### src/rtl/dram_pwr_pkg.sv
package dram_pwr_pkg;
  localparam int unsigned ST_W = 4;
  typedef enum logic [ST_W-1:0] {
    ST_INACT = 4'd0,
    ST_UP    = 4'd1,
    ST_PPD   = 4'd2,
    ST_APD   = 4'd3,
    ST_WAKE  = 4'd4,
    ST_PREA  = 4'd5,
    ST_SRE   = 4'd6,
    ST_SR    = 4'd7,
    ST_SRX   = 4'd8
  } rank_st_e;
endpackage

### src/rtl/rank_idle_timer.sv
module rank_idle_timer #(
  parameter int unsigned IDLE_W = 16
) (
  input  logic              clk_i,
  input  logic              rst_ni,
  input  logic              run_i,
  input  logic              req_i,
  input  logic [IDLE_W-1:0] thresh_i,
  output logic              hit_o
);
  logic [IDLE_W-1:0] cnt_q;
  logic [IDLE_W:0]   cnt_nx;

  assign cnt_nx = {1'b0, cnt_q} + {{IDLE_W{1'b0}}, 1'b1};
  // fires on the thresh-th consecutive idle cycle
  assign hit_o  = run_i && !req_i && (cnt_nx >= {1'b0, thresh_i});

  always_ff @(posedge clk_i or negedge rst_ni) begin
    if (!rst_ni)                 cnt_q <= '0;
    else if (!run_i || req_i)    cnt_q <= '0;
    else if (cnt_q != '1)        cnt_q <= cnt_q + 1'b1;
  end

  AST_IDLE_CLR: assert property (@(posedge clk_i) disable iff (!rst_ni)
    req_i |=> (cnt_q == '0));
endmodule

### src/rtl/rank_pwr_fsm.sv
module rank_pwr_fsm
  import dram_pwr_pkg::*;
#(
  parameter int unsigned DLY_W = 8
) (
  input  logic             clk_i,
  input  logic             rst_ni,
  input  logic             present_i,
  input  logic             req_i,
  input  logic             bank_open_i,
  input  logic             deep_i,
  input  logic             idle_hit_i,
  input  logic [DLY_W-1:0] exit_dly_i,
  input  logic             pre_all_ack_i,
  input  logic             sr_enter_ack_i,
  input  logic             sr_exit_ack_i,
  output rank_st_e         state_o,
  output logic             cke_o,
  output logic             cmd_ok_o,
  output logic             pre_all_req_o,
  output logic             sr_enter_req_o,
  output logic             sr_exit_req_o
);
  rank_st_e         st_q, st_d;
  logic [DLY_W-1:0] dly_q;

  always_comb begin
    st_d = st_q;
    if (!present_i) st_d = ST_INACT;
    else begin
      unique case (st_q)
        ST_INACT: st_d = ST_UP;
        ST_UP: begin
          if (deep_i && !req_i)  st_d = ST_PREA;
          else if (idle_hit_i)   st_d = bank_open_i ? ST_APD : ST_PPD;
        end
        ST_PPD, ST_APD: if (req_i || deep_i) st_d = ST_WAKE;
        ST_WAKE: if (dly_q >= exit_dly_i) st_d = ST_UP;
        ST_PREA: if (pre_all_ack_i)  st_d = ST_SRE;
        ST_SRE:  if (sr_enter_ack_i) st_d = ST_SR;
        ST_SR:   if (req_i || !deep_i) st_d = ST_SRX;
        ST_SRX:  if (sr_exit_ack_i)  st_d = ST_UP;
        default: st_d = ST_INACT;
      endcase
    end
  end

  always_ff @(posedge clk_i or negedge rst_ni) begin
    if (!rst_ni) begin
      st_q  <= ST_INACT;
      dly_q <= '0;
    end else begin
      st_q <= st_d;
      if (st_q != ST_WAKE)   dly_q <= '0;
      else if (dly_q != '1)  dly_q <= dly_q + 1'b1;
    end
  end

  assign state_o        = st_q;
  assign cke_o          = (st_q == ST_UP) || (st_q == ST_WAKE) || (st_q == ST_PREA) ||
                          (st_q == ST_SRE) || (st_q == ST_SRX);
  assign cmd_ok_o       = (st_q == ST_UP);
  assign pre_all_req_o  = (st_q == ST_PREA);
  assign sr_enter_req_o = (st_q == ST_SRE);
  assign sr_exit_req_o  = (st_q == ST_SRX);

  AST_UNPOP_OFF: assert property (@(posedge clk_i) disable iff (!rst_ni)
    !present_i |=> (st_q == ST_INACT && !cke_o));
  AST_PPD_CLOSED: assert property (@(posedge clk_i) disable iff (!rst_ni)
    (st_q == ST_UP && bank_open_i) |=> (st_q != ST_PPD));
  AST_APD_OPEN: assert property (@(posedge clk_i) disable iff (!rst_ni)
    (st_q == ST_UP && !bank_open_i) |=> (st_q != ST_APD));
  AST_WAKE_HOLD: assert property (@(posedge clk_i) disable iff (!rst_ni)
    (present_i && st_q == ST_WAKE && dly_q < exit_dly_i) |=> (st_q == ST_WAKE));
  AST_PREA_HOLD: assert property (@(posedge clk_i) disable iff (!rst_ni)
    (present_i && pre_all_req_o && !pre_all_ack_i) |=> pre_all_req_o);
  AST_SRE_HOLD: assert property (@(posedge clk_i) disable iff (!rst_ni)
    (present_i && sr_enter_req_o && !sr_enter_ack_i) |=> sr_enter_req_o);
  AST_SR_ORDER: assert property (@(posedge clk_i) disable iff (!rst_ni)
    $rose(sr_enter_req_o) |-> $past(pre_all_req_o && pre_all_ack_i));
  AST_SRX_HOLD: assert property (@(posedge clk_i) disable iff (!rst_ni)
    (present_i && sr_exit_req_o && !sr_exit_ack_i) |=> sr_exit_req_o);
  AST_CMD_OK_SRC: assert property (@(posedge clk_i) disable iff (!rst_ni)
    $rose(cmd_ok_o) |-> ($past(st_q) == ST_WAKE || $past(st_q) == ST_SRX ||
                         $past(st_q) == ST_INACT));
endmodule

### src/rtl/dram_rank_pwr_ctl.sv
module dram_rank_pwr_ctl
  import dram_pwr_pkg::*;
#(
  parameter int unsigned NUM_RANKS = 2,
  parameter int unsigned IDLE_W    = 16,
  parameter int unsigned DLY_W     = 8
) (
  input  logic                      clk_i,
  input  logic                      rst_ni,
  input  logic [NUM_RANKS-1:0]      rank_present_i,
  input  logic [NUM_RANKS-1:0]      rank_req_i,
  input  logic [NUM_RANKS-1:0]      bank_open_i,
  input  logic                      deep_pkg_i,
  input  logic [IDLE_W-1:0]         idle_thresh_i,
  input  logic [DLY_W-1:0]          exit_dly_i,
  input  logic [NUM_RANKS-1:0]      pre_all_ack_i,
  input  logic [NUM_RANKS-1:0]      sr_enter_ack_i,
  input  logic [NUM_RANKS-1:0]      sr_exit_ack_i,
  output logic [NUM_RANKS-1:0]      cke_o,
  output logic [NUM_RANKS-1:0]      cmd_ok_o,
  output logic [NUM_RANKS-1:0]      pre_all_req_o,
  output logic [NUM_RANKS-1:0]      sr_enter_req_o,
  output logic [NUM_RANKS-1:0]      sr_exit_req_o,
  output logic [ST_W*NUM_RANKS-1:0] rank_state_o
);
  for (genvar r = 0; r < NUM_RANKS; r++) begin : g_rank
    rank_st_e st;
    logic     hit;

    rank_idle_timer #(.IDLE_W(IDLE_W)) u_idle (
      .clk_i    (clk_i),
      .rst_ni   (rst_ni),
      .run_i    (st == ST_UP),
      .req_i    (rank_req_i[r]),
      .thresh_i (idle_thresh_i),
      .hit_o    (hit)
    );

    rank_pwr_fsm #(.DLY_W(DLY_W)) u_fsm (
      .clk_i          (clk_i),
      .rst_ni         (rst_ni),
      .present_i      (rank_present_i[r]),
      .req_i          (rank_req_i[r]),
      .bank_open_i    (bank_open_i[r]),
      .deep_i         (deep_pkg_i),
      .idle_hit_i     (hit),
      .exit_dly_i     (exit_dly_i),
      .pre_all_ack_i  (pre_all_ack_i[r]),
      .sr_enter_ack_i (sr_enter_ack_i[r]),
      .sr_exit_ack_i  (sr_exit_ack_i[r]),
      .state_o        (st),
      .cke_o          (cke_o[r]),
      .cmd_ok_o       (cmd_ok_o[r]),
      .pre_all_req_o  (pre_all_req_o[r]),
      .sr_enter_req_o (sr_enter_req_o[r]),
      .sr_exit_req_o  (sr_exit_req_o[r])
    );

    assign rank_state_o[r*ST_W +: ST_W] = st;
  end
endmodule

### config.mk
export PLATFORM = sky130hd
export DESIGN_NAME = dram_rank_pwr_ctl
export DESIGN_NICKNAME = d
export VERILOG_FILES = /design/src/rtl/dram_pwr_pkg.sv /design/src/rtl/rank_idle_timer.sv /design/src/rtl/rank_pwr_fsm.sv /design/src/rtl/dram_rank_pwr_ctl.sv
export SDC_FILE = /design/constraint.sdc
export NUM_CORES = 1
export LEC_CHECK = 0
export ABC_AREA = 1
export BUFFER_PORTS_ARGS = -buffer_cell sky130_fd_sc_hd__buf_2
export CAP_MARGIN = 5
export CORE_MARGIN = 3
export CORE_UTILIZATION = 40
export DETAILED_ROUTE_END_ITERATION = 10
export PLACE_DENSITY_LB_ADDON = 0.08
export SLEW_MARGIN = 20
export SYNTH_ARGS = -nofsm -noshare
export SYNTH_HDL_FRONTEND = slang
export SYNTH_SLANG_ARGS = --single-unit
### constraint.sdc
create_clock -name clk_i -period 3.16 [get_ports clk_i]
set_clock_uncertainty 0.15 [all_clocks]
set_input_delay 0.158 -clock clk_i [delete_from_list [all_inputs] [get_ports clk_i]]
set_output_delay 0.158 -clock clk_i [all_outputs]
set_load 0.01 [all_outputs]
-- After elaboration in Yosys (flattened, before gate mapping)
Index checks and enable logic that the tools add are counted.
- word-level logic and storage cells: 117
- output and inout port bits: 18
- register bits: 56
- equal/unequal tests: 36
- reduce and logical (&&, ||, !) cells: 35
- mux-type cells: 30
- add/sub/neg operators: 6
- order comparisons: 4
- operators by type and width (kind ; count):
    4-bit two-way mux ; 18
    16-bit two-way mux ; 4
    4-bit one-hot mux with 8 select lines ; 2
    16-bit by 1-bit adder with 17-bit output (second input constant) ; 2
    17-bit by 16-bit greater-or-equal comparator with 1-bit output ; 2
    16-bit by 1-bit adder with 16-bit output (second input constant) ; 2
    4-bit by 3-bit equality test with 1-bit output (second input constant) ; 8
    8-bit two-way mux ; 4
    16-bit != test (second input constant) ; 2
    3-bit by 2-bit != test with 1-bit output (second input constant) ; 6
    3-bit != test (second input constant) ; 6
    8-bit by 1-bit adder with 8-bit output (second input constant) ; 2
    4-bit by 2-bit equality test with 1-bit output (second input constant) ; 4
    8-bit greater-or-equal comparator ; 2
    4-bit by 3-bit != test with 1-bit output (second input constant) ; 4
    8-bit != test (second input constant) ; 2
    1-bit logical OR ; 14
    7-bit AND reduction ; 2
    4-bit by 1-bit equality test with 1-bit output (second input constant) ; 2
    4-bit equality test (second input constant) ; 2
    4-bit logical NOT ; 2
    2-bit nonzero test ; 4
    1-bit logical AND ; 6
    1-bit logical NOT ; 5
    2 further kinds ; 4

-- Logic depth before layout (Yosys ltp)
- word-level depth: 7
- depth in mapped cells: 25
- gate-level depth less buffers: 25

-- Hierarchy
From an unflattened synthesis, not the netlist that was laid out.
- cells, all modules: 729
- area, all modules: 5063.6 sq um
- by module, submodules not included (module ; area an instance (sq um) ; cells an instance ; instances ; seq. area each (sq um)):
    rank_idle_timer ; 1460.2 ; 205 ; 2 ; 400.4
    rank_pwr_fsm at g_rank[1].u_fsm ; 1056.0 ; 153 ; 1 ; 300.3
    rank_pwr_fsm at g_rank[0].u_fsm ; 1042.2 ; 154 ; 1 ; 300.3
    dram_rank_pwr_ctl ; 45.0 ; 12 ; 1 ; 0.0

-- Worst setup path after synthesis
No wires, ideal clock.
- kind: register -> register
- from: reg g_rank[0].u_idle.cnt_q[0]
- to: reg g_rank[0].u_fsm.st_q[0]
- setup slack: 0.353 ns
- cell stages (with the launch flop): 26
- clock period less this slack: 2.807 ns
- library setup time: 0.117 ns
- data required time: 2.893 ns
- arrival time: 2.540 ns
- cells stage by stage: dfrtp_1 -> ha_1 -> nand2_1 -> nor2_2 -> nand2_2 -> nor2_4 -> nand2_2 -> nor2_2 -> nand2_1 -> o21ai_0 -> and2_1 -> inv_1 -> ha_1 -> nand2_1 -> nor2_1 -> nand2_1 -> a21oi_1 -> nor2_1 -> nand2_1 -> nand2_1 -> nand2_1 -> nand2_1 -> nand2_1 -> nand2_2 -> nand2_1 -> nand2_1
- cells in the longest elaborated chain, start to end: 5
- RTL lines (what ; line ; text):
    start, declared ; rank_idle_timer.sv:11 ; logic [IDLE_W-1:0] cnt_q;
    start signal, assigned ; rank_idle_timer.sv:21 ; else if (cnt_q != '1) cnt_q <= cnt_q + 1'b1;
    16-bit by 1-bit adder with 17-bit output ; rank_idle_timer.sv:14 ; assign cnt_nx = {1'b0, cnt_q} + {{IDLE_W{1'b0}}, 1'b1};
    17-bit by 16-bit greater-or-equal comparator with 1-bit output ; rank_idle_timer.sv:16 ; assign hit_o = run_i && !req_i && (cnt_nx >= {1'b0, thresh_i});
    1-bit logical AND ; rank_idle_timer.sv:16 ;
    4-bit by 3-bit != test with 1-bit output (no source line) ; - ;
    7-bit AND reduction (no source line) ; - ;
    end signal, assigned ; rank_pwr_fsm.sv:53 ; st_q <= st_d;
    end, declared ; rank_pwr_fsm.sv:24 ; rank_st_e st_q, st_d;
No other way between the ends.
A chain may end at the register's enable or synchronous reset.

-- Final worst setup path
- from: reg g_rank[0].u_idle.cnt_q[1]
- to: reg g_rank[0].u_fsm.st_q[2]
The elaborated chain is that of the path after synthesis.

==> flow_metrics.tcl <==
set metrics [dict create \
    grt_start_max_net_pins 30 \
    irDropWorstVdd_mv 0.279 \
    power.switching_uw 875 \
    io_pins 57 \
    syn_area_sq_mm 0.00454 \
    p_per_area_mw_per_mm2 429 \
    place_inst 835 \
    fin_nets 806 \
    p_clk_share_pct 27.8 \
    status "complete, no violations" \
    clk-insertion-delay-late_ns 0.31 \
    die_area_sq_mm 0.0127 \
    root_buffer "clkbuf_16" \
    die_w_microns 113 \
    portBuffers 56 \
    clock_sinks 56 \
    synth-seq-cells 56 \
    cpMaxStageDelayCell "dfrtp_1" \
    p_leak_nw 3.03 \
    p_comb_share_pct 35.1 \
    path_delay_family "simple AND/OR/NAND/NOR gates" \
    grt_overflow_total 0 \
    cts_tree "done" \
    max_freq_ghz 0.324 \
    crit_top_cell "nand2_2" \
    pre_cts_ws_ns -0.0504 \
    postSynthAreaPerCell_sq_um 7.00 \
    place.gp.congestion 0.876 \
    area_delta_synth_final_pct 18.7 \
    htree_levels 2 \
    num_antenna_cells 0 \
    wire_per_inst_microns 13.5 \
    layout_common_cells "149 x nand2_1, 108 x inv_1, 56 x dfrtp_1, 56 x buf_2, 55 x nor2_1" \
    rsz0062_at_grt "true" \
    fin_area_sq_mm 0.00538 \
    drc 0 \
    slowest_delay_ns 0.38 \
    drive_gt1_share_pct 18.4 \
    arrival_ns 3.18 \
    tightest_slew_ns 0.697 \
    seqPwrFrac_pct 37.1 \
    die_h_microns 113 \
    internal_power_mw 1.43 \
    start_util_pct 41.3 \
    drt-vias-per-instance 4.96 \
    grt_pass1_vias 3972 \
    timing.setup.tns_ns 0 \
    power.total_mw 2.31 \
    cts_buffers 5 \
    path_class "reg2reg" \
    r2r_setup_slack_ns 0.08 \
    std_cell_rows 38 \
    final_util_pct 49.0 \
    end_kind "register" \
    drt-total-wl_microns 11500 \
    vias 4242 \
    yosysSeqAreaShare_pct 30.9 \
    slew-limit-headroom_pct 53.5 \
    setup_slack_ns 0.0758 \
    netlist_instances 648 \
    period_share_pct 97.6 \
    swShare_pct 37.9 \
    cp_max_fo 4 \
    start_kind "register" \
    slew_viol_final 0 \
    required_ns 3.25 \
    clock_tree.buffer_depth 2 \
    coreArea_sq_mm 0.0110 \
    fin_cells 856 \
    cap_violations 0 \
    yosys.cell_types.count 37 \
    hold-worst-slack_ns 0.0836 \
    drtIter0Drc 164 \
    setup_violations 0 \
    final_common_cell "nand2_1" \
    grt_pass1_wl_microns 18900 \
    antenna_left 0 \
    min_path_type "in2reg" \
    hpwlAfterDp_microns 9170 \
    ys_warn_count 0 \
    dpl-instance-area_sq_mm 0.00493 \
    crit_buf_inv 2 \
    min_period_ns 3.08 \
    drt_pass1_iterations 4 \
    syn-num-nets 739 \
    hold_viol_final 0 \
    grt_util_all_layers_pct 18.3 \
    clk_pin_slew_ns 0.07 \
    antenna_found_initial 0 \
]
path summary, 6_finish.rpt:
check,to,cells past startpoint,startpoint
hold reg to reg,g_rank[1].u_fsm.state_o[2],2,g_rank[1].u_fsm.state_o[2]
max in group asynchronous,g_rank[0].u_fsm.dly_q[7],3,rst_ni
min in group asynchronous,g_rank[1].u_idle.cnt_q[6],2,rst_ni
setup reg to reg,g_rank[0].u_fsm.state_o[2],25,g_rank[0].u_idle.cnt_q[1]
hold / removal,g_rank[0].u_fsm.state_o[2],4,rank_present_i[0]
setup / recovery,g_rank[0].u_fsm.state_o[2],25,g_rank[0].u_idle.cnt_q[1]
power by group through the flow:
stage | clock network (mW) | registers, mW | logic [mW]
after floorplan | 0 | 0.864 | 0.549
after global placement | 0 | 0.864 | 0.763
after detailed placement | 0 | 0.865 | 0.777
after CTS | 0.666 | 0.854 | 0.783
after global routing | 0.686 | 0.867 | 0.937
final | 0.643 | 0.857 | 0.810
cell type report:
type	instances	area, sq um
sequential	56	1400
fill	1125	5600
clock buffer	6	129
clock inverter	2	35.0
multi-input combinational	466	2800
tap	140	175
timing repair buffer	73	419
inverter	113	424
worst min-delay path, cell delays in order:
cell and delay [ns]:
buf_2 0.12, o21ai_0 0.06, nand3b_1 0.11, nand2_1 0.05
Yosys cell counts:
cell,count,share of area (%)
a211o_1,1,0.19
a211oi_1,3,0.50
a21o_1,2,0.33
a21oi_1,25,2.8
a22oi_1,1,0.17
a2bb2oi_1,1,0.19
a31oi_1,4,0.55
and2_1,1,0.14
and3_1,1,0.14
buf_2,1,0.11
buf_4,10,1.7
clkbuf_1,2,0.17
clkinv_1,1,0.083
dfrtp_1,56,31
ha_1,52,14
inv_1,110,9.1
inv_2,2,0.17
nand2_1,161,13
nand2_2,5,0.69
nand3_1,39,4.3
nand3b_1,4,0.66
nand4_1,5,0.69
nor2_1,60,5.0
nor2_2,8,1.1
nor2_4,1,0.25
nor3_1,17,1.9
nor3_2,3,0.66
o2111ai_1,1,0.19
o211a_1,1,0.22
o21a_1,1,0.17
o21ai_0,46,5.1
o21ai_1,1,0.11
o22ai_1,1,0.14
or2_2,2,0.28
xnor2_1,3,0.58
xnor2_2,1,0.36
xor2_1,15,2.9
flip-flops by register name, indices dropped and copies added, names as in the netlist:
name	cells
g_rank.u_fsm.state_o	8
g_rank.u_fsm.dly_q	16
g_rank.u_idle.cnt_q	32
cells by family (layout without fill, tap and decap cells):
| logic type | after synthesis | count (layout) | synth area share (%) |
|---|---|---|---|
| compound gates | 88 | 88 | 10.6 |
| xor+xnor | 19 | 19 | 3.83 |
| fa+ha+maj | 52 | 52 | 14.3 |
| buf+inv | 126 | 194 | 11.3 |
| flops | 56 | 56 | 30.9 |
| simple gates | 307 | 307 | 29.1 |
layer usage:
layer	vias up	GRT usage, %	share of wire (%)
met5	-	0	0
met4	0	4.89	1.4
met3	11	3.94	4.0
met2	80	29.1	45
met1	1947	25.4	50
li1	2204	-	-
repair_timing:
item,4_1_cts,5_1_grt
setup buffers,0,10
setup endpoints to repair,4,8
gates cloned,0,0
hold buffers,3,0
resized for setup,2,47
pin swaps,0,25
endpoints found under the hold margin,28,0
(Power assumes the default switching activity.)
